<file path="src/rtl/dac_tx_pkg.sv">
package dac_tx_pkg;

    localparam int FRAME_W    = 32;
    localparam int HI_PAD     = 4;
    localparam int LO_PAD     = 4;
    localparam int GAP_HALVES = 4;
    localparam int BITCNT_W   = $clog2(FRAME_W + 1);
    localparam int GAPCNT_W   = $clog2(GAP_HALVES);

    localparam logic [FRAME_W-1:0] FRAME_KEEP =
        {{HI_PAD{1'b0}}, {(FRAME_W - HI_PAD - LO_PAD){1'b1}}, {LO_PAD{1'b0}}};

    typedef enum logic [1:0] {
        TX_IDLE,
        TX_SHIFT,
        TX_GAP
    } tx_state_e;

    typedef struct packed {
        tx_state_e             st;
        logic                  sclk;
        logic                  sync_n;
        logic [BITCNT_W-1:0]   falls;
        logic [GAPCNT_W-1:0]   gaps;
    } tx_ctl_t;

    function automatic logic [FRAME_W-1:0] clean_frame(input logic [FRAME_W-1:0] w);
        return w & FRAME_KEEP;
    endfunction

endpackage

</file>
<file path="src/rtl/dac_sclk_tick.sv">
module dac_sclk_tick #(
    parameter int HALF_DIV = 2
) (
    input  logic clk,
    input  logic rst_n,
    input  logic run,
    output logic tick
);
    localparam int CW = (HALF_DIV > 1) ? $clog2(HALF_DIV) : 1;
    localparam logic [CW-1:0] LAST = CW'(HALF_DIV - 1);

    logic [CW-1:0] cnt_d, cnt_q;

    always_comb begin
        if (!run)
            cnt_d = '0;
        else if (cnt_q == LAST)
            cnt_d = '0;
        else
            cnt_d = cnt_q + 1'b1;
    end

    always_ff @(posedge clk or negedge rst_n) begin
        if (!rst_n) cnt_q <= '0;
        else        cnt_q <= cnt_d;
    end

    assign tick = run && (cnt_q == LAST);
endmodule

</file>
<file path="src/rtl/dac_shift_out.sv">
module dac_shift_out #(
    parameter int W = 32
) (
    input  logic         clk,
    input  logic         rst_n,
    input  logic         load,
    input  logic [W-1:0] load_word,
    input  logic         shift,
    output logic         msb
);
    logic [W-1:0] sreg_d, sreg_q;

    always_comb begin
        sreg_d = sreg_q;
        if (load)
            sreg_d = load_word;
        else if (shift)
            sreg_d = {sreg_q[W-2:0], 1'b0};
    end

    always_ff @(posedge clk or negedge rst_n) begin
        if (!rst_n) sreg_q <= '0;
        else        sreg_q <= sreg_d;
    end

    assign msb = sreg_q[W-1];
endmodule

</file>
<file path="src/rtl/dac_word_watch.sv">
module dac_word_watch #(
    parameter int W = 32
) (
    input  logic         clk,
    input  logic         rst_n,
    input  logic [W-1:0] word_in,
    input  logic         idle,
    input  logic         take,
    output logic         start_req,
    output logic [W-1:0] start_word
);
    logic [W-1:0] last_d, last_q;
    logic [W-1:0] pend_d, pend_q;
    logic         pend_v_d, pend_v_q;

    assign start_word = pend_v_q ? pend_q : word_in;
    assign start_req  = idle && (pend_v_q || (word_in != last_q));

    always_comb begin
        last_d   = last_q;
        pend_d   = pend_q;
        pend_v_d = pend_v_q;
        if (take) begin
            last_d   = start_word;
            pend_v_d = 1'b0;
        end else if (!idle && (word_in != last_q)) begin
            pend_d   = word_in;
            pend_v_d = 1'b1;
        end
    end

    always_ff @(posedge clk or negedge rst_n) begin
        if (!rst_n) begin
            last_q   <= '0;
            pend_q   <= '0;
            pend_v_q <= 1'b0;
        end else begin
            last_q   <= last_d;
            pend_q   <= pend_d;
            pend_v_q <= pend_v_d;
        end
    end
endmodule

</file>
<file path="src/rtl/dac_frame_tx.sv">
module dac_frame_tx
    import dac_tx_pkg::*;
#(
    parameter int DIV_RATIO = 4
) (
    input  logic        clk,
    input  logic        rst_n,
    input  logic [31:0] word_in,
    output logic        dac_sclk,
    output logic        dac_sync_n,
    output logic        dac_din,
    output logic        dac_load_n,
    output logic        busy
);
    localparam int HALF_DIV = DIV_RATIO / 2;
    localparam logic [BITCNT_W-1:0] LAST_FALL = BITCNT_W'(FRAME_W);
    localparam logic [GAPCNT_W-1:0] LAST_GAP  = GAPCNT_W'(GAP_HALVES - 1);

    tx_ctl_t ctl_d, ctl_q;

    logic               tick;
    logic               load, shift, take;
    logic               start_req;
    logic [FRAME_W-1:0] start_word;
    logic [FRAME_W-1:0] clean_in;

    assign clean_in = clean_frame(word_in);

    dac_sclk_tick #(.HALF_DIV(HALF_DIV)) u_tick (
        .clk   (clk),
        .rst_n (rst_n),
        .run   (ctl_q.st != TX_IDLE),
        .tick  (tick)
    );

    dac_word_watch #(.W(FRAME_W)) u_watch (
        .clk        (clk),
        .rst_n      (rst_n),
        .word_in    (clean_in),
        .idle       (ctl_q.st == TX_IDLE),
        .take       (take),
        .start_req  (start_req),
        .start_word (start_word)
    );

    dac_shift_out #(.W(FRAME_W)) u_shift (
        .clk       (clk),
        .rst_n     (rst_n),
        .load      (load),
        .load_word (start_word),
        .shift     (shift),
        .msb       (dac_din)
    );

    always_comb begin
        ctl_d = ctl_q;
        load  = 1'b0;
        shift = 1'b0;
        take  = 1'b0;
        unique case (ctl_q.st)
            TX_IDLE: begin
                if (start_req) begin
                    take         = 1'b1;
                    load         = 1'b1;
                    ctl_d.sync_n = 1'b0;
                    ctl_d.falls  = '0;
                    ctl_d.st     = TX_SHIFT;
                end
            end
            TX_SHIFT: begin
                if (tick) begin
                    if (ctl_q.sclk) begin
                        ctl_d.sclk  = 1'b0;
                        ctl_d.falls = ctl_q.falls + 1'b1;
                    end else begin
                        ctl_d.sclk = 1'b1;
                        shift      = 1'b1;
                        if (ctl_q.falls == LAST_FALL) begin
                            ctl_d.sync_n = 1'b1;
                            ctl_d.gaps   = '0;
                            ctl_d.st     = TX_GAP;
                        end
                    end
                end
            end
            TX_GAP: begin
                if (tick) begin
                    if (ctl_q.gaps == LAST_GAP)
                        ctl_d.st = TX_IDLE;
                    else
                        ctl_d.gaps = ctl_q.gaps + 1'b1;
                end
            end
            default: ctl_d.st = TX_IDLE;
        endcase
    end

    always_ff @(posedge clk or negedge rst_n) begin
        if (!rst_n) begin
            ctl_q.st     <= TX_IDLE;
            ctl_q.sclk   <= 1'b1;
            ctl_q.sync_n <= 1'b1;
            ctl_q.falls  <= '0;
            ctl_q.gaps   <= '0;
        end else begin
            ctl_q <= ctl_d;
        end
    end

    assign dac_sclk   = ctl_q.sclk;
    assign dac_sync_n = ctl_q.sync_n;
    assign dac_load_n = 1'b0;
    assign busy       = !ctl_q.sync_n;
endmodule

</file>
<file path="config.mk">
export PLATFORM = sky130hd
export DESIGN_NAME = dac_frame_tx
export DESIGN_NICKNAME = d
export VERILOG_FILES = /design/src/rtl/dac_tx_pkg.sv /design/src/rtl/dac_sclk_tick.sv /design/src/rtl/dac_shift_out.sv /design/src/rtl/dac_word_watch.sv /design/src/rtl/dac_frame_tx.sv
export SDC_FILE = /design/constraint.sdc
export NUM_CORES = 1
export LEC_CHECK = 0
export ABC_AREA = 1
export BUFFER_PORTS_ARGS = -buffer_cell sky130_fd_sc_hd__buf_2
export CAP_MARGIN = 20
export CORE_ASPECT_RATIO = 1.5
export CORE_UTILIZATION = 60
export DETAILED_ROUTE_END_ITERATION = 10
export PLACE_DENSITY = 0.78
export RECOVER_POWER = 50
export SLEW_MARGIN = 40
export SYNTH_ARGS = -nofsm -noshare
export SYNTH_HDL_FRONTEND = slang
export SYNTH_SLANG_ARGS = --single-unit
</file>
<file path="constraint.sdc">
create_clock -name clk -period 1.95 [get_ports clk]
set_input_delay 0.0975 -clock clk [delete_from_list [all_inputs] [get_ports clk]]
set_output_delay 0.0975 -clock clk [all_outputs]
set_load 0.005 [all_outputs]
</file>
==> tab_implementation.tex, run 1 <==
\begin{tabular}{lr}
\hline
Metric & Value \\
\hline
\multicolumn{2}{l}{\textbf{Outcome}} \\
\quad Status & finished clean \\
\multicolumn{2}{l}{\textbf{Cells and area}} \\
\quad Count of filler cells inserted in the layout & 628 \\
\quad Area Overhead vs Synth & 12.9\% \\
\quad \# diodes & 0 \\
\quad Non-Filler Instances & 790 \\
\quad Proportion of layout cells with a drive suffix above 1 & 11.5\% \\
\quad Final net count & 720 \\
\multicolumn{2}{l}{\textbf{Floorplan}} \\
\quad Area of the core region & roughly 7700 um\^{}2 \\
\quad Overall die width & 74.8 um \\
\quad Die Y & 111 um \\
\quad Die ar. & 8310 um\^{}2 \\
\quad FP Rows & 39 \\
\quad Effective utilization at floorplan & 62.2\% \\
\quad Number of placed I/O pins & 39 \\
\multicolumn{2}{l}{\textbf{Power}} \\
\quad Worst supply voltage drop on vdd & 598 uV \\
\quad Standby leakage power & between 3 and 4 nW \\
\quad Pwr Density & approximately 690 nW/um\^{}2 \\
\multicolumn{2}{l}{\textbf{Routing}} \\
\quad Detailed-routing iteration count for the pre-antenna-repair pass & 5 \\
\quad Total wirelength of the detailed-routed design & 10.4 mm \\
\quad Detail-routed via count per cell & 5.24 \\
\quad Avg WL per Cell & 13.2 um \\
\quad Number of antenna-violating nets in the routed design & 0 \\
\quad Violation count after the first detailed-routing iteration & 370 \\
\quad Number of design rule violations left after detail routing & 0 \\
\quad Vias after detailed routing & 4142 \\
\multicolumn{2}{l}{\textbf{Worst setup path}} \\
\quad Data required time of the worst path & 2.23 ns \\
\quad R2r endpoint & u\_shift.sreg\_q[27]\$\_DFFE\_PN0P\_ \\
\quad CP Launch Type & flip-flop \\
\quad Arr. time, crit path & 2.10 ns \\
\quad Endpoint class of the critical path & flip-flop \\
\quad Source of the critical timing path & u\_watch.last\_q[16]\$\_DFFE\_PN0P\_ \\
\quad Number of cells on the worst reg-to-reg path & 14 \\
\quad Launching point of the worst reg2reg path & u\_watch.last\_q[16]\$\_DFFE\_PN0P\_ \\
\quad Slack of the worst reg-to-reg path & 0.13 ns \\
\quad Maximum fanout along the worst path & 18 \\
\quad Category of the most critical setup path & reg2reg \\
\multicolumn{2}{l}{\textbf{GRT}} \\
\quad Number of antenna violations at the first check in global routing & 0 \\
\quad Pin count of the biggest net entering global routing & 91 \\
\quad Overall global routing resource usage & between 20\% and 30\% \\
\quad Global-route wire length before repair & $\sim$17 mm \\
\quad Total grt overflow & 0 \\
\quad Vias in the first global route & 3904 \\
\multicolumn{2}{l}{\textbf{Yosys}} \\
\quad Post-Syn Instances & 652 \\
\quad Synthesized flop and latch total & 90 \\
\quad Post-synth design cell area & 4760 um\^{}2 \\
\quad Net count of the mapped netlist & 689 \\
\quad Mean cell area of the mapped netlist & around 7.3 um\^{}2 \\
\quad Number of different library cells in the post-synthesis netlist & 35 \\
\quad Count of yosys warnings during synthesis & 0 \\
\quad Sequential-to-total area share from yosys stat & 47.3\% \\
\multicolumn{2}{l}{\textbf{Clocking}} \\
\quad Master cell of the clock root buffer & sky130\_fd\_sc\_hd\_\_clkbuf\_16 \\
\quad Clk\_lat worst skew & about 0.34 ns \\
\quad Post-CTS Setup Inserts & 0 \\
\quad Largest buffer count on any clock path & 2 \\
\quad CTS tree & yes \\
\quad CTS buffer count & 9 \\
\quad Sink Count & 90 \\
\quad Clock transition at the registers of the reported paths & 0.06 ns \\
\quad Number of H-tree levels & 3 \\
\multicolumn{2}{l}{\textbf{STA}} \\
\quad Maximum clock frequency & roughly 550 MHz \\
\quad Min Tclk post-route & 1.82 ns \\
\quad Layout Skew & 0.00659 ns \\
\quad Fraction of the cycle the final worst path needs & 93.5\% \\
\quad RSZ-0062 raised after global routing & no \\
\quad Crit path setup slack, layout & 0.127 ns \\
\quad Pin slew with the least headroom to its limit & 1.22 ns \\
\quad Fin. Hold Viols & 0 \\
\quad Worst slew slack as a fraction of its limit & 18.4\% \\
\quad Accumulated negative setup slack & 0 ns \\
\quad Post-route worst hold slack & 0.0272 ns \\
\quad Max-slew violations & 0 \\
\quad Final count of negative-setup-slack endpoints & 0 \\
\multicolumn{2}{l}{\textbf{Run}} \\
\quad Max-capacitance violation count & 0 \\
\multicolumn{2}{l}{\textbf{Min path}} \\
\quad Startpoint of the worst hold path & word\_in[22] \\
\quad Hold Path Sink & u\_watch.pend\_q[22]\$\_DFFE\_PN0P\_ \\
\quad Hold path depth & 3 \\
\quad Worst min-delay path category & in2reg \\
\multicolumn{2}{l}{\textbf{Placed design}} \\
\quad Number of cells after detailed placement & approximately 770 \\
\quad Post-detail-place hpwl & 6.81 mm \\
\quad Placer's final routability congestion estimate & 0.809 \\
\quad Dpl ws & 0.0795 ns \\
\quad Count of input and output buffers & 29 \\
\hline
\end{tabular}
registers in the layout (all words and copies together), names as in the netlist:
signal,count
u_tick.cnt_q,1
dac_sync_n,1
ctl_q,10
u_shift.sreg_q,28
u_watch.pend_v_q,1
u_watch.last_q,24
u_watch.pend_q,24
dac_sclk,1
worst max path at each step:
stage	end	slack, ns	depth (start not counted)
floorplan	u_shift.sreg_q[14]$_DFFE_PN0P_	0.34	12
global placement	u_shift.sreg_q[15]$_DFFE_PN0P_	0.16	11
detailed placement	u_shift.sreg_q[15]$_DFFE_PN0P_	0.08	13
CTS	u_shift.sreg_q[15]$_DFFE_PN0P_	0.04	13
global route	u_shift.sreg_q[15]$_DFFE_PN0P_	0.002	11
finish	u_shift.sreg_q[27]$_DFFE_PN0P_	0.13	14
power by group:
part / total [mW] / leakage, nW / internal, mW / switching [mW]
Sequential: 1.91 / 1.17 / 1.89 / 0.0130
Clock: 1.63 / 0.143 / 0.964 / 0.670
Combinational: 0.160 / 1.80 / 0.0605 / 0.0994
Total: 3.70 / 3.11 / 2.92 / 0.783
repair_timing:
action / CTS / global route
resized for setup: 0 / 8
endpoints found under the setup margin: 0 / 22
hold buffers: 1 / 0
endpoints found under the hold margin: 88 / 0
cells by family (layout without fill, tap and decap cells):
logic type,after synthesis,count (layout),share of synthesized area (%)
AND/OR/NAND/NOR,406,406,35.6
AO/OA/AOI/OAI,29,29,3.34
adder cells (fa/ha/maj),3,3,0.788
buffers and inverters,103,139,9.22
XOR/XNOR,20,20,3.68
flip-flops,90,90,47.3
other,1,1,0.0787
metrics by stage:
step	area, um^2	power [mW]	util [%]
global route	5380	3.83	70.2
finish	5380	3.70	70.2
floorplan	4760	2.01	-
CTS	5330	3.72	69.6
global placement	5040	2.10	65.8
detailed placement	5040	2.11	65.8
area by class of cell:
| type | count | area [um^2] | share of cell area, % |
|---|---|---|---|
| Tap cell | 102 | 128 | 2.37 |
| Sequential cell | 90 | 2250 | 41.9 |
| Inverter | 74 | 278 | 5.16 |
| Multi-Input combinational cell | 459 | 2080 | 38.7 |
| Clock inverter | 2 | 10.0 | 0.186 |
| Clock buffer | 14 | 274 | 5.09 |
| Timing Repair Buffer | 49 | 354 | 6.58 |
layer usage:
layer / up-vias / global-route usage [%] / share of wire (%)
met4: 0 / 9.18 / 2.0
met2: 123 / 48.0 / 53
met5: - / 0 / 0
li1: 2071 / - / -
met3: 16 / 4.00 / 3.9
met1: 1932 / 32.7 / 41
cells in the final DEF (no fill, tap or decap), types with 9 or more instances in the layout:
| master | Yosys | layout |
|---|---|---|
| sky130_fd_sc_hd__buf_2 | 9 | 28 |
| sky130_fd_sc_hd__buf_4 | 3 | 13 |
| sky130_fd_sc_hd__clkbuf_16 | 0 | 10 |
| sky130_fd_sc_hd__dfrtp_1 | 88 | 88 |
| sky130_fd_sc_hd__inv_1 | 69 | 69 |
| sky130_fd_sc_hd__nand2_1 | 297 | 297 |
| sky130_fd_sc_hd__nand3_1 | 71 | 70 |
| sky130_fd_sc_hd__nand4_1 | 9 | 9 |
| sky130_fd_sc_hd__nor2_1 | 17 | 16 |
| sky130_fd_sc_hd__o21ai_0 | 17 | 17 |
| sky130_fd_sc_hd__xnor2_1 | 15 | 15 |
worst max-delay path, cell delays in order, from the launching register on:
cell,delay [ns]
sky130_fd_sc_hd__dfrtp_1,0.40
sky130_fd_sc_hd__inv_1,0.07
sky130_fd_sc_hd__nand2_1,0.05
sky130_fd_sc_hd__nand2_1,0.05
sky130_fd_sc_hd__nand2_1,0.05
sky130_fd_sc_hd__nor2_1,0.15
sky130_fd_sc_hd__nand2_1,0.11
sky130_fd_sc_hd__nor2_4,0.17
sky130_fd_sc_hd__nand3_4,0.11
sky130_fd_sc_hd__nand2_4,0.16
sky130_fd_sc_hd__buf_12,0.16
sky130_fd_sc_hd__nand2_1,0.05
sky130_fd_sc_hd__nand2_1,0.07
sky130_fd_sc_hd__nand2_1,0.07
sky130_fd_sc_hd__nand2_1,0.06
synth_stat cells:
cell type                  number  area share (%)
sky130_fd_sc_hd__a211oi_1       1            0.16
sky130_fd_sc_hd__a21boi_2       1            0.24
sky130_fd_sc_hd__a21oi_1        5            0.53
sky130_fd_sc_hd__a31oi_1        1            0.13
sky130_fd_sc_hd__buf_1          3            0.24
sky130_fd_sc_hd__buf_2          9            0.95
sky130_fd_sc_hd__buf_4          3            0.47
sky130_fd_sc_hd__buf_6          4            0.95
sky130_fd_sc_hd__clkbuf_1      10            0.79
sky130_fd_sc_hd__clkinv_1       1           0.079
sky130_fd_sc_hd__conb_1         1           0.079
sky130_fd_sc_hd__dfrtp_1       88              46
sky130_fd_sc_hd__dfstp_2        2             1.1
sky130_fd_sc_hd__ha_1           3            0.79
sky130_fd_sc_hd__inv_1         69             5.4
sky130_fd_sc_hd__inv_2          4            0.32
sky130_fd_sc_hd__nand2_1      297              23
sky130_fd_sc_hd__nand2_2        2            0.26
sky130_fd_sc_hd__nand3_1       71             7.5
sky130_fd_sc_hd__nand3_4        1            0.37
sky130_fd_sc_hd__nand3b_1       1            0.16
sky130_fd_sc_hd__nand4_1        9             1.2
sky130_fd_sc_hd__nand4_2        1            0.26
sky130_fd_sc_hd__nor2_1        17             1.3
sky130_fd_sc_hd__nor2_2         1            0.13
sky130_fd_sc_hd__nor2_4         2            0.47
sky130_fd_sc_hd__nor3_1         1            0.10
sky130_fd_sc_hd__nor3b_1        1            0.16
sky130_fd_sc_hd__o21ai_0       17             1.8
sky130_fd_sc_hd__o21ai_1        1            0.10
sky130_fd_sc_hd__o22ai_1        3            0.39
sky130_fd_sc_hd__or2_0          1            0.13
sky130_fd_sc_hd__or2_2          1            0.13
sky130_fd_sc_hd__xnor2_1       15             2.8
sky130_fd_sc_hd__xor2_1         5            0.92
(Power assumes the default switching activity.)
==> inputs of run 2 (changes only) <==
REMOVE_ABC_BUFFERS = 1   (was not set)
==> run 2 against run 1 <==
First-iteration DRC count is 21% lower. Register-to-register slack barely moved. Via count up 2.6%. Power increased by 2.9%. Maximum frequency fell by 0.80%.
==> tab_implementation.tex, run 2 (synthesis gave the netlist of run 1 again) <==
\begin{tabular}{lr}
\hline
Metric & Value \\
\hline
\multicolumn{2}{l}{\textbf{GRT}} \\
\quad Vias in the first global route & 4084 (+4.6\%) \\
\quad Number of antenna violations at the first check in global routing & 0 (unchanged) \\
\quad Overall global routing resource usage & 29.1\% (+1.9 points) \\
\quad Pin count of the biggest net entering global routing & 43 (-53\%) \\
\quad Global-route wire length before repair & 18.4 mm (+7.0\%) \\
\quad Total grt overflow & 0 (unchanged) \\
\multicolumn{2}{l}{\textbf{Worst setup path}} \\
\quad CP Launch Type & flip-flop \\
\quad Master of the slowest instance on the critical path & sky130\_fd\_sc\_hd\_\_dfrtp\_1 \\
\quad Category of the most critical setup path & reg2reg \\
\quad Critical Path Max Stage Delay & 0.42 ns (+0.02 ns) \\
\quad Endpoint class of the critical path & flip-flop \\
\quad Arr. time, crit path & 2.07 ns (-0.03 ns) \\
\quad Most common cell on crit path & sky130\_fd\_sc\_hd\_\_nand2\_1 \\
\quad Critical path, cell by cell & inv\_1 -> nand2\_1 -> nand2\_1 -> nand2\_1 -> nor2\_1 -> nand2\_1 -> nor2\_4 -> buf\_4 -> nand4\_2 -> buf\_4 -> nand4\_1 -> nand2\_1 \\
\quad Maximum fanout along the worst path & 7 (-11) \\
\quad Data required time of the worst path & 2.18 ns (-0.05 ns) \\
\multicolumn{2}{l}{\textbf{Power}} \\
\quad Standby leakage power & 3.13 nW (+0.44\%) \\
\quad Worst supply voltage drop on vdd & 557 uV (-7.0\%) \\
\quad Pwr Density & 702 nW/um\^{}2 (+2.1\%) \\
\multicolumn{2}{l}{\textbf{Clocking}} \\
\quad Master cell of the clock root buffer & sky130\_fd\_sc\_hd\_\_clkbuf\_16 \\
\quad Clk\_lat worst skew & 0.34 ns (about the same) \\
\quad CTS tree & yes \\
\quad Largest buffer count on any clock path & 2 (unchanged) \\
\quad Post-CTS Setup Inserts & 0 (unchanged) \\
\quad Clock transition at the registers of the reported paths & 0.06 ns (about the same) \\
\quad CTS buffer count & 9 (unchanged) \\
\quad Number of H-tree levels & 3 (unchanged) \\
\quad Sink Count & 90 (unchanged) \\
\multicolumn{2}{l}{\textbf{Placed design}} \\
\quad Post-detail-place hpwl & 7.25 mm (+6.5\%) \\
\quad Dpl ws & 0.130 ns (+0.0504 ns) \\
\quad Placer's final routability congestion estimate & 0.813 (+0.49\%) \\
\quad Count of input and output buffers & 29 (unchanged) \\
\multicolumn{2}{l}{\textbf{Cells and area}} \\
\quad Layout Utilization & 70.8\% (+0.54 points) \\
\quad Area Overhead vs Synth & 13.8\% \\
\quad \# diodes & 0 (unchanged) \\
\quad Commonest cells after routing, fill and taps aside & sky130\_fd\_sc\_hd\_\_nand2\_1 (297), sky130\_fd\_sc\_hd\_\_dfrtp\_1 (88), sky130\_fd\_sc\_hd\_\_nand3\_1 (70), sky130\_fd\_sc\_hd\_\_inv\_1 (69), sky130\_fd\_sc\_hd\_\_buf\_2 (28) \\
\quad Final net count & 724 (+0.56\%) \\
\quad Count of filler cells inserted in the layout & 627 (-0.16\%) \\
\quad Registers with the most flip-flops & u\_shift.sreg\_q: 28 flops, u\_watch.last\_q: 24 flops, u\_watch.pend\_q: 24 flops \\
\quad Register containing the most flip-flops in the final layout & u\_shift.sreg\_q \\
\quad Flip-flop count of the largest register after layout & 28 (unchanged) \\
\quad Leading cell type in the layout, fill and taps excluded & sky130\_fd\_sc\_hd\_\_nand2\_1 \\
\quad Proportion of layout cells with a drive suffix above 1 & 12.0\% (+0.51 points) \\
\multicolumn{2}{l}{\textbf{STA}} \\
\quad Final count of negative-setup-slack endpoints & 0 (unchanged) \\
\quad Maximum clock frequency & 544 MHz (-0.80\%) \\
\quad Fin. Hold Viols & 0 (unchanged) \\
\quad Worst slew slack as a fraction of its limit & 28.2\% (+9.8 points) \\
\quad Layout Skew & 0.00517 ns (-0.00142 ns) \\
\quad Pin slew with the least headroom to its limit & 1.08 ns (-0.146 ns) \\
\quad Min Tclk post-route & 1.84 ns (+0.0147 ns) \\
\quad Fraction of the cycle the final worst path needs & 94.2\% (+0.76 points) \\
\quad Crit path setup slack, layout & 0.112 ns (-0.0147 ns) \\
\quad Max-slew violations & 0 (unchanged) \\
\multicolumn{2}{l}{\textbf{Floorplan}} \\
\quad Number of placed I/O pins & 39 (unchanged) \\
\quad Effective utilization at floorplan & 62.2\% (unchanged) \\
\quad Die ar. & 8310 um\^{}2 (unchanged) \\
\quad Area of the core region & 7660 um\^{}2 (unchanged) \\
\quad FP Rows & 39 (unchanged) \\
\quad Overall die width & 74.8 um (unchanged) \\
\quad Die Y & 111 um (unchanged) \\
\multicolumn{2}{l}{\textbf{Routing}} \\
\quad Number of design rule violations left after detail routing & 0 (unchanged) \\
\quad Vias after detailed routing & 4249 (+2.6\%) \\
\quad Detailed-routing iteration count for the pre-antenna-repair pass & 5 (unchanged) \\
\quad Violation count after the first detailed-routing iteration & 292 (-21\%) \\
\quad Detail-routed via count per cell & 5.35 (+2.1\%) \\
\quad Total wirelength of the detailed-routed design & 11.2 mm (+7.3\%) \\
\quad Avg WL per Cell & 14.1 um (+6.8\%) \\
\quad Number of antenna-violating nets in the routed design & 0 (unchanged) \\
\multicolumn{2}{l}{\textbf{Outcome}} \\
\quad Status & finished clean \\
\multicolumn{2}{l}{\textbf{Min path}} \\
\quad Worst min-delay path category & in2reg \\
\multicolumn{2}{l}{\textbf{Run}} \\
\quad Max-capacitance violation count & 0 (unchanged) \\
\hline
\end{tabular}
==> run 2: cell types whose count changed in the layout (fill, tap and decap cells not counted), moves of 2 or more <==
cell | before | now
sky130_fd_sc_hd__buf_4 | 13 | 15
sky130_fd_sc_hd__buf_6 | 1 | 3
sky130_fd_sc_hd__clkbuf_2 | 0 | 2
sky130_fd_sc_hd__clkbuf_8 | 3 | 1
==> run 2: per-layer routing <==
layer | wire length [um] | share of wire, % | track usage [%] | vias up
met5 | 0 | 0 | 0 | -
met4 | 290 | 2.6 | 13.0 | 0
met3 | 536 | 4.8 | 5.82 | 29
met2 | 5740 | 51 | 47.7 | 144
met1 | 4590 | 41 | 36.1 | 2001
li1 | - | - | - | 2075
==> run 2: final timing paths <==
| path | from | end | slack [ns] | cells past startpoint |
|---|---|---|---|---|
| min reg2reg | u_watch.pend_q[5]$_DFFE_PN0P_ | u_watch.pend_q[5]$_DFFE_PN0P_ | 0.47 | 2 |
| max reg2reg | u_watch.last_q[16]$_DFFE_PN0P_ | ctl_q[3]$_DFFE_PN0P_ | 0.11 | 12 |
| max | u_watch.last_q[16]$_DFFE_PN0P_ | ctl_q[3]$_DFFE_PN0P_ | 0.11 | 12 |
| min in group asynchronous | rst_n | ctl_q[2]$_DFFE_PN0P_ | 0.50 | 2 |
| max in group asynchronous | rst_n | dac_sclk$_DFFE_PN1P_ | 0.32 | 3 |
| min | word_in[11] | u_watch.pend_q[11]$_DFFE_PN0P_ | 0.03 | 3 |
==> run 2: layout make-up <==
| class | instances | area (um^2) | area share (%) |
|---|---|---|---|
| repair buffers | 53 | 379 | 6.99 |
| well taps | 102 | 128 | 2.35 |
| multi-input cells | 459 | 2080 | 38.4 |
| clock buffers | 12 | 246 | 4.55 |
| clock inverters | 4 | 51.3 | 0.946 |
| flip-flops and latches | 90 | 2250 | 41.6 |
| inverters | 74 | 278 | 5.12 |
==> run 2: repair_timing <==
action,CTS,global route
setup endpoints to repair,0,12
hold buffers,1,0
resized for setup,0,6
hold endpoints to repair,39,0
==> run 2: worst max-delay path: cells and delay by family, from the launching register on <==
family | cells | cell delay [ns]
buffers and inverters | 3 | 0.44
DFF | 1 | 0.42
and+or+nand+nor | 9 | 0.87
==> run 2: per-stage QoR <==
step           std cells  setup TNS [ns]  hold slack [ns]  power, mW  cell area (um^2)
2_1_floorplan        623          -65.95           -0.198       2.01              4600
3_3_place_gp         776               0            0.130       2.10              5080
3_5_place_dp         776               0            0.132       2.11              5080
4_1_cts              793               0           0.0233       3.84              5390
5_1_grt              794       -0.000661           0.0408       3.93              5420
6_report             794               0           0.0281       3.81              5420
==> run 2: power breakdown <==
group / internal, mW / switching (mW) / leakage (nW)
clock: 1.03 / 0.707 / 0.143
combinational: 0.0607 / 0.104 / 1.81
sequential: 1.89 / 0.0139 / 1.17
==> inputs of run 3 (changes only) <==
PLACE_DENSITY = 0.8   (was 0.78)
==> run 3 against run 2 <==
Maximum frequency up 0.60%. Global-route usage down 0.40 points. Cell area up 1.0%. Core utilization up 0.73 points. Register-to-register slack about the same. Non-clock buffer count up 2. Hold slack worse by 0.0033 ns. Critical endpoint is now u_shift.sreg_q[7]$_DFFE_PN0P_.
==> tab_implementation.tex, run 3 (synthesis gave the netlist of run 1 again) <==
\begin{tabular}{lr}
\hline
Metric & Value \\
\hline
\multicolumn{2}{l}{\textbf{Worst setup path}} \\
\quad Maximum fanout along the worst path & 18 (+11) \\
\quad Slack of the worst reg-to-reg path & 0.12 ns (about the same) \\
\quad CP Launch Type & flip-flop \\
\quad Most common cell on crit path & sky130\_fd\_sc\_hd\_\_nand2\_1 \\
\quad Endpoint class of the critical path & flip-flop \\
\quad Master of the slowest instance on the critical path & sky130\_fd\_sc\_hd\_\_dfrtp\_1 \\
\quad Category of the most critical setup path & reg2reg \\
\quad Number of cells on the worst reg-to-reg path & 13 (+1) \\
\quad Arr. time, crit path & 2.06 ns (about the same) \\
\quad Launching point of the worst reg2reg path & u\_watch.last\_q[13]\$\_DFFE\_PN0P\_ \\
\quad Critical Path Max Stage Delay & 0.39 ns (-0.03 ns) \\
\quad Data required time of the worst path & 2.18 ns (about the same) \\
\quad R2r endpoint & u\_shift.sreg\_q[7]\$\_DFFE\_PN0P\_ \\
\quad Critical path, cell by cell & inv\_1 -> nand2\_1 -> nand2\_1 -> nand2\_1 -> nor2\_2 -> nand2\_2 -> nor2\_4 -> nand3\_4 -> nand2\_8 -> buf\_12 -> nand3\_1 -> nand2\_1 -> inv\_1 \\
\multicolumn{2}{l}{\textbf{Clocking}} \\
\quad Clock transition at the registers of the reported paths & 0.06 ns (about the same) \\
\quad Master cell of the clock root buffer & sky130\_fd\_sc\_hd\_\_clkbuf\_16 \\
\quad Clk\_lat worst skew & 0.34 ns (about the same) \\
\quad CTS tree & yes \\
\quad CTS buffer count & 9 (unchanged) \\
\quad Largest buffer count on any clock path & 2 (unchanged) \\
\quad Number of H-tree levels & 3 (unchanged) \\
\quad Sink Count & 90 (unchanged) \\
\multicolumn{2}{l}{\textbf{STA}} \\
\quad Pin slew with the least headroom to its limit & 1.12 ns (+0.0421 ns) \\
\quad Min Tclk post-route & 1.83 ns (-0.0110 ns) \\
\quad Worst slew slack as a fraction of its limit & 25.4\% (-2.8 points) \\
\quad Accumulated negative setup slack & 0 ns (unchanged) \\
\quad Maximum clock frequency & 547 MHz (+0.60\%) \\
\quad Layout Skew & 0.00623 ns (+0.00106 ns) \\
\quad Fin. Hold Viols & 0 (unchanged) \\
\quad Max-slew violations & 0 (unchanged) \\
\quad Final count of negative-setup-slack endpoints & 0 (unchanged) \\
\quad Fraction of the cycle the final worst path needs & 93.7\% (-0.56 points) \\
\quad RSZ-0062 raised after global routing & yes \\
\multicolumn{2}{l}{\textbf{Routing}} \\
\quad Avg WL per Cell & 14.1 um (+0.64\%) \\
\quad Vias after detailed routing & 4278 (+0.68\%) \\
\quad Detailed-routing iteration count for the pre-antenna-repair pass & 5 (unchanged) \\
\quad Total wirelength of the detailed-routed design & 11.3 mm (+0.90\%) \\
\quad Number of antenna-violating nets in the routed design & 0 (unchanged) \\
\quad Number of design rule violations left after detail routing & 0 (unchanged) \\
\quad Violation count after the first detailed-routing iteration & 314 (+7.5\%) \\
\quad Detail-routed via count per cell & 5.37 (+0.43\%) \\
\multicolumn{2}{l}{\textbf{Placed design}} \\
\quad Area post-placement & 5080 um\^{}2 (unchanged) \\
\quad Post-detail-place hpwl & 7.32 mm (+0.91\%) \\
\quad Count of input and output buffers & 29 (unchanged) \\
\quad Placer's final routability congestion estimate & 0.795 (-2.2\%) \\
\multicolumn{2}{l}{\textbf{Cells and area}} \\
\quad Post-route design area & 5480 um\^{}2 (+1.0\%) \\
\quad Flip-flop count of the largest register after layout & 28 (unchanged) \\
\quad Register containing the most flip-flops in the final layout & u\_shift.sreg\_q \\
\quad \# diodes & 0 (unchanged) \\
\quad Proportion of layout cells with a drive suffix above 1 & 12.5\% (+0.54 points) \\
\quad Final net count & 726 (+0.28\%) \\
\quad Commonest cells after routing, fill and taps aside & sky130\_fd\_sc\_hd\_\_nand2\_1 (295), sky130\_fd\_sc\_hd\_\_dfrtp\_1 (88), sky130\_fd\_sc\_hd\_\_nand3\_1 (71), sky130\_fd\_sc\_hd\_\_inv\_1 (69), sky130\_fd\_sc\_hd\_\_buf\_2 (27) \\
\quad Layout Utilization & 71.5\% (+0.73 points) \\
\quad Count of filler cells inserted in the layout & 612 (-2.4\%) \\
\quad Area Overhead vs Synth & 15.0\% \\
\quad Leading cell type in the layout, fill and taps excluded & sky130\_fd\_sc\_hd\_\_nand2\_1 \\
\quad Registers with the most flip-flops & u\_shift.sreg\_q: 28 flops, u\_watch.last\_q: 24 flops, u\_watch.pend\_q: 24 flops \\
\multicolumn{2}{l}{\textbf{Floorplan}} \\
\quad Overall die width & 74.8 um (unchanged) \\
\quad Effective utilization at floorplan & 62.2\% (unchanged) \\
\quad FP Rows & 39 (unchanged) \\
\quad Area of the core region & 7660 um\^{}2 (unchanged) \\
\quad Die ar. & 8310 um\^{}2 (unchanged) \\
\quad Die Y & 111 um (unchanged) \\
\quad Number of placed I/O pins & 39 (unchanged) \\
\multicolumn{2}{l}{\textbf{GRT}} \\
\quad Number of antenna violations at the first check in global routing & 0 (unchanged) \\
\quad Met1 routing resource usage after global routing & 35.5\% (-0.63 points) \\
\quad Total grt overflow & 0 (unchanged) \\
\quad Vias in the first global route & 4063 (-0.51\%) \\
\quad Layer with the highest usage after global routing & met2 \\
\quad M2 GR Usage & 48.5\% (+0.72 points) \\
\quad Overall global routing resource usage & 28.7\% (-0.40 points) \\
\quad Routing usage on met3 & 3.91\% (-1.9 points) \\
\quad Global-route wire length before repair & 18.2 mm (-1.2\%) \\
\quad Pin count of the biggest net entering global routing & 45 (+4.7\%) \\
\multicolumn{2}{l}{\textbf{Outcome}} \\
\quad Status & finished clean \\
\multicolumn{2}{l}{\textbf{Power}} \\
\quad Standby leakage power & 3.15 nW (+0.67\%) \\
\quad Overall power after layout & 3.81 mW (+0.12\%) \\
\quad Worst supply voltage drop on vdd & 677 uV (+22\%) \\
\quad Pwr Density & 696 nW/um\^{}2 (-0.91\%) \\
\multicolumn{2}{l}{\textbf{Min path}} \\
\quad Worst min-delay path category & in2reg \\
\quad Startpoint of the worst hold path & word\_in[11] \\
\quad Hold Path Sink & u\_watch.pend\_q[11]\$\_DFFE\_PN0P\_ \\
\quad Hold path depth & 3 (unchanged) \\
\multicolumn{2}{l}{\textbf{Run}} \\
\quad Max-capacitance violation count & 0 (unchanged) \\
\hline
\end{tabular}
==> run 3: cell count changes in the layout (fill, tap and decap cells not counted), moves of 2 or more <==
cell | before | now
sky130_fd_sc_hd__buf_4 | 15 | 17
sky130_fd_sc_hd__nand2_1 | 297 | 295
sky130_fd_sc_hd__nand2_2 | 1 | 3
sky130_fd_sc_hd__nor2_1 | 15 | 13
sky130_fd_sc_hd__nor2_2 | 3 | 5
==> run 3: worst max-delay path by stage <==
| stage | from | to | slack (ns) | cells past startpoint |
|---|---|---|---|---|
| detailed placement | u_watch.last_q[17]$_DFFE_PN0P_ | u_shift.sreg_q[27]$_DFFE_PN0P_ | 0.07 | 14 |
| global placement | u_watch.last_q[19]$_DFFE_PN0P_ | u_shift.sreg_q[27]$_DFFE_PN0P_ | 0.13 | 12 |
| global route | u_watch.last_q[13]$_DFFE_PN0P_ | u_shift.sreg_q[17]$_DFFE_PN0P_ | -0.03 | 13 |
| CTS | u_watch.last_q[17]$_DFFE_PN0P_ | u_shift.sreg_q[27]$_DFFE_PN0P_ | 0.03 | 14 |
| floorplan | ctl_q[11]$_DFFE_PN0P_ | u_watch.pend_q[13]$_DFFE_PN0P_ | -1.09 | 4 |
| finish | u_watch.last_q[13]$_DFFE_PN0P_ | u_shift.sreg_q[7]$_DFFE_PN0P_ | 0.12 | 13 |
==> run 3: what timing repair did <==
item,CTS,global route
hold buffers,1,0
resized for setup,0,12
endpoints found under the setup margin,0,27
buffers inserted,0,1
hold endpoints to repair,40,0
==> run 3: where the power goes <==
| part | internal [mW] | total [mW] | switching [mW] |
|---|---|---|---|
| registers | 1.89 | 1.91 | 0.0142 |
| clock network | 1.03 | 1.74 | 0.707 |
| logic | 0.0617 | 0.169 | 0.107 |
| total | 2.98 | 3.81 | 0.828 |
==> run 3: per-stage QoR <==
stage	cells	setup slack, ns	hold slack, ns
after global routing	796	-0.0310	0.0394
after global placement	776	0.129	0.146
after detailed placement	776	0.0674	0.139
after CTS	793	0.0296	0.0250
final	796	0.123	0.0248
after floorplan	623	-1.09	-0.198
==> run 3: worst max-delay path, delay by kind of cell (launching register included) <==
| kind | cells | cell delay (ns) |
|---|---|---|
| buffers and inverters | 3 | 0.27 |
| DFF | 1 | 0.39 |
| and+or+nand+nor | 10 | 1.06 |
==> run 3: final cells by class <==
class	instances	area [um^2]	share of cell area, %
clock buffer	12	246	4.50
multi-input combinational	459	2100	38.3
inverter	74	278	5.07
clock inverter	4	51.3	0.937
sequential	90	2250	41.2
tap	102	128	2.33
timing repair buffer	55	422	7.70
==> run 3: metal layers <==
layer / share of wire, % / up-vias
li1: - / 2080
met1: 41 / 2022
met2: 51 / 142
met3: 5.0 / 34
met4: 3.3 / 0
met5: 0 / -
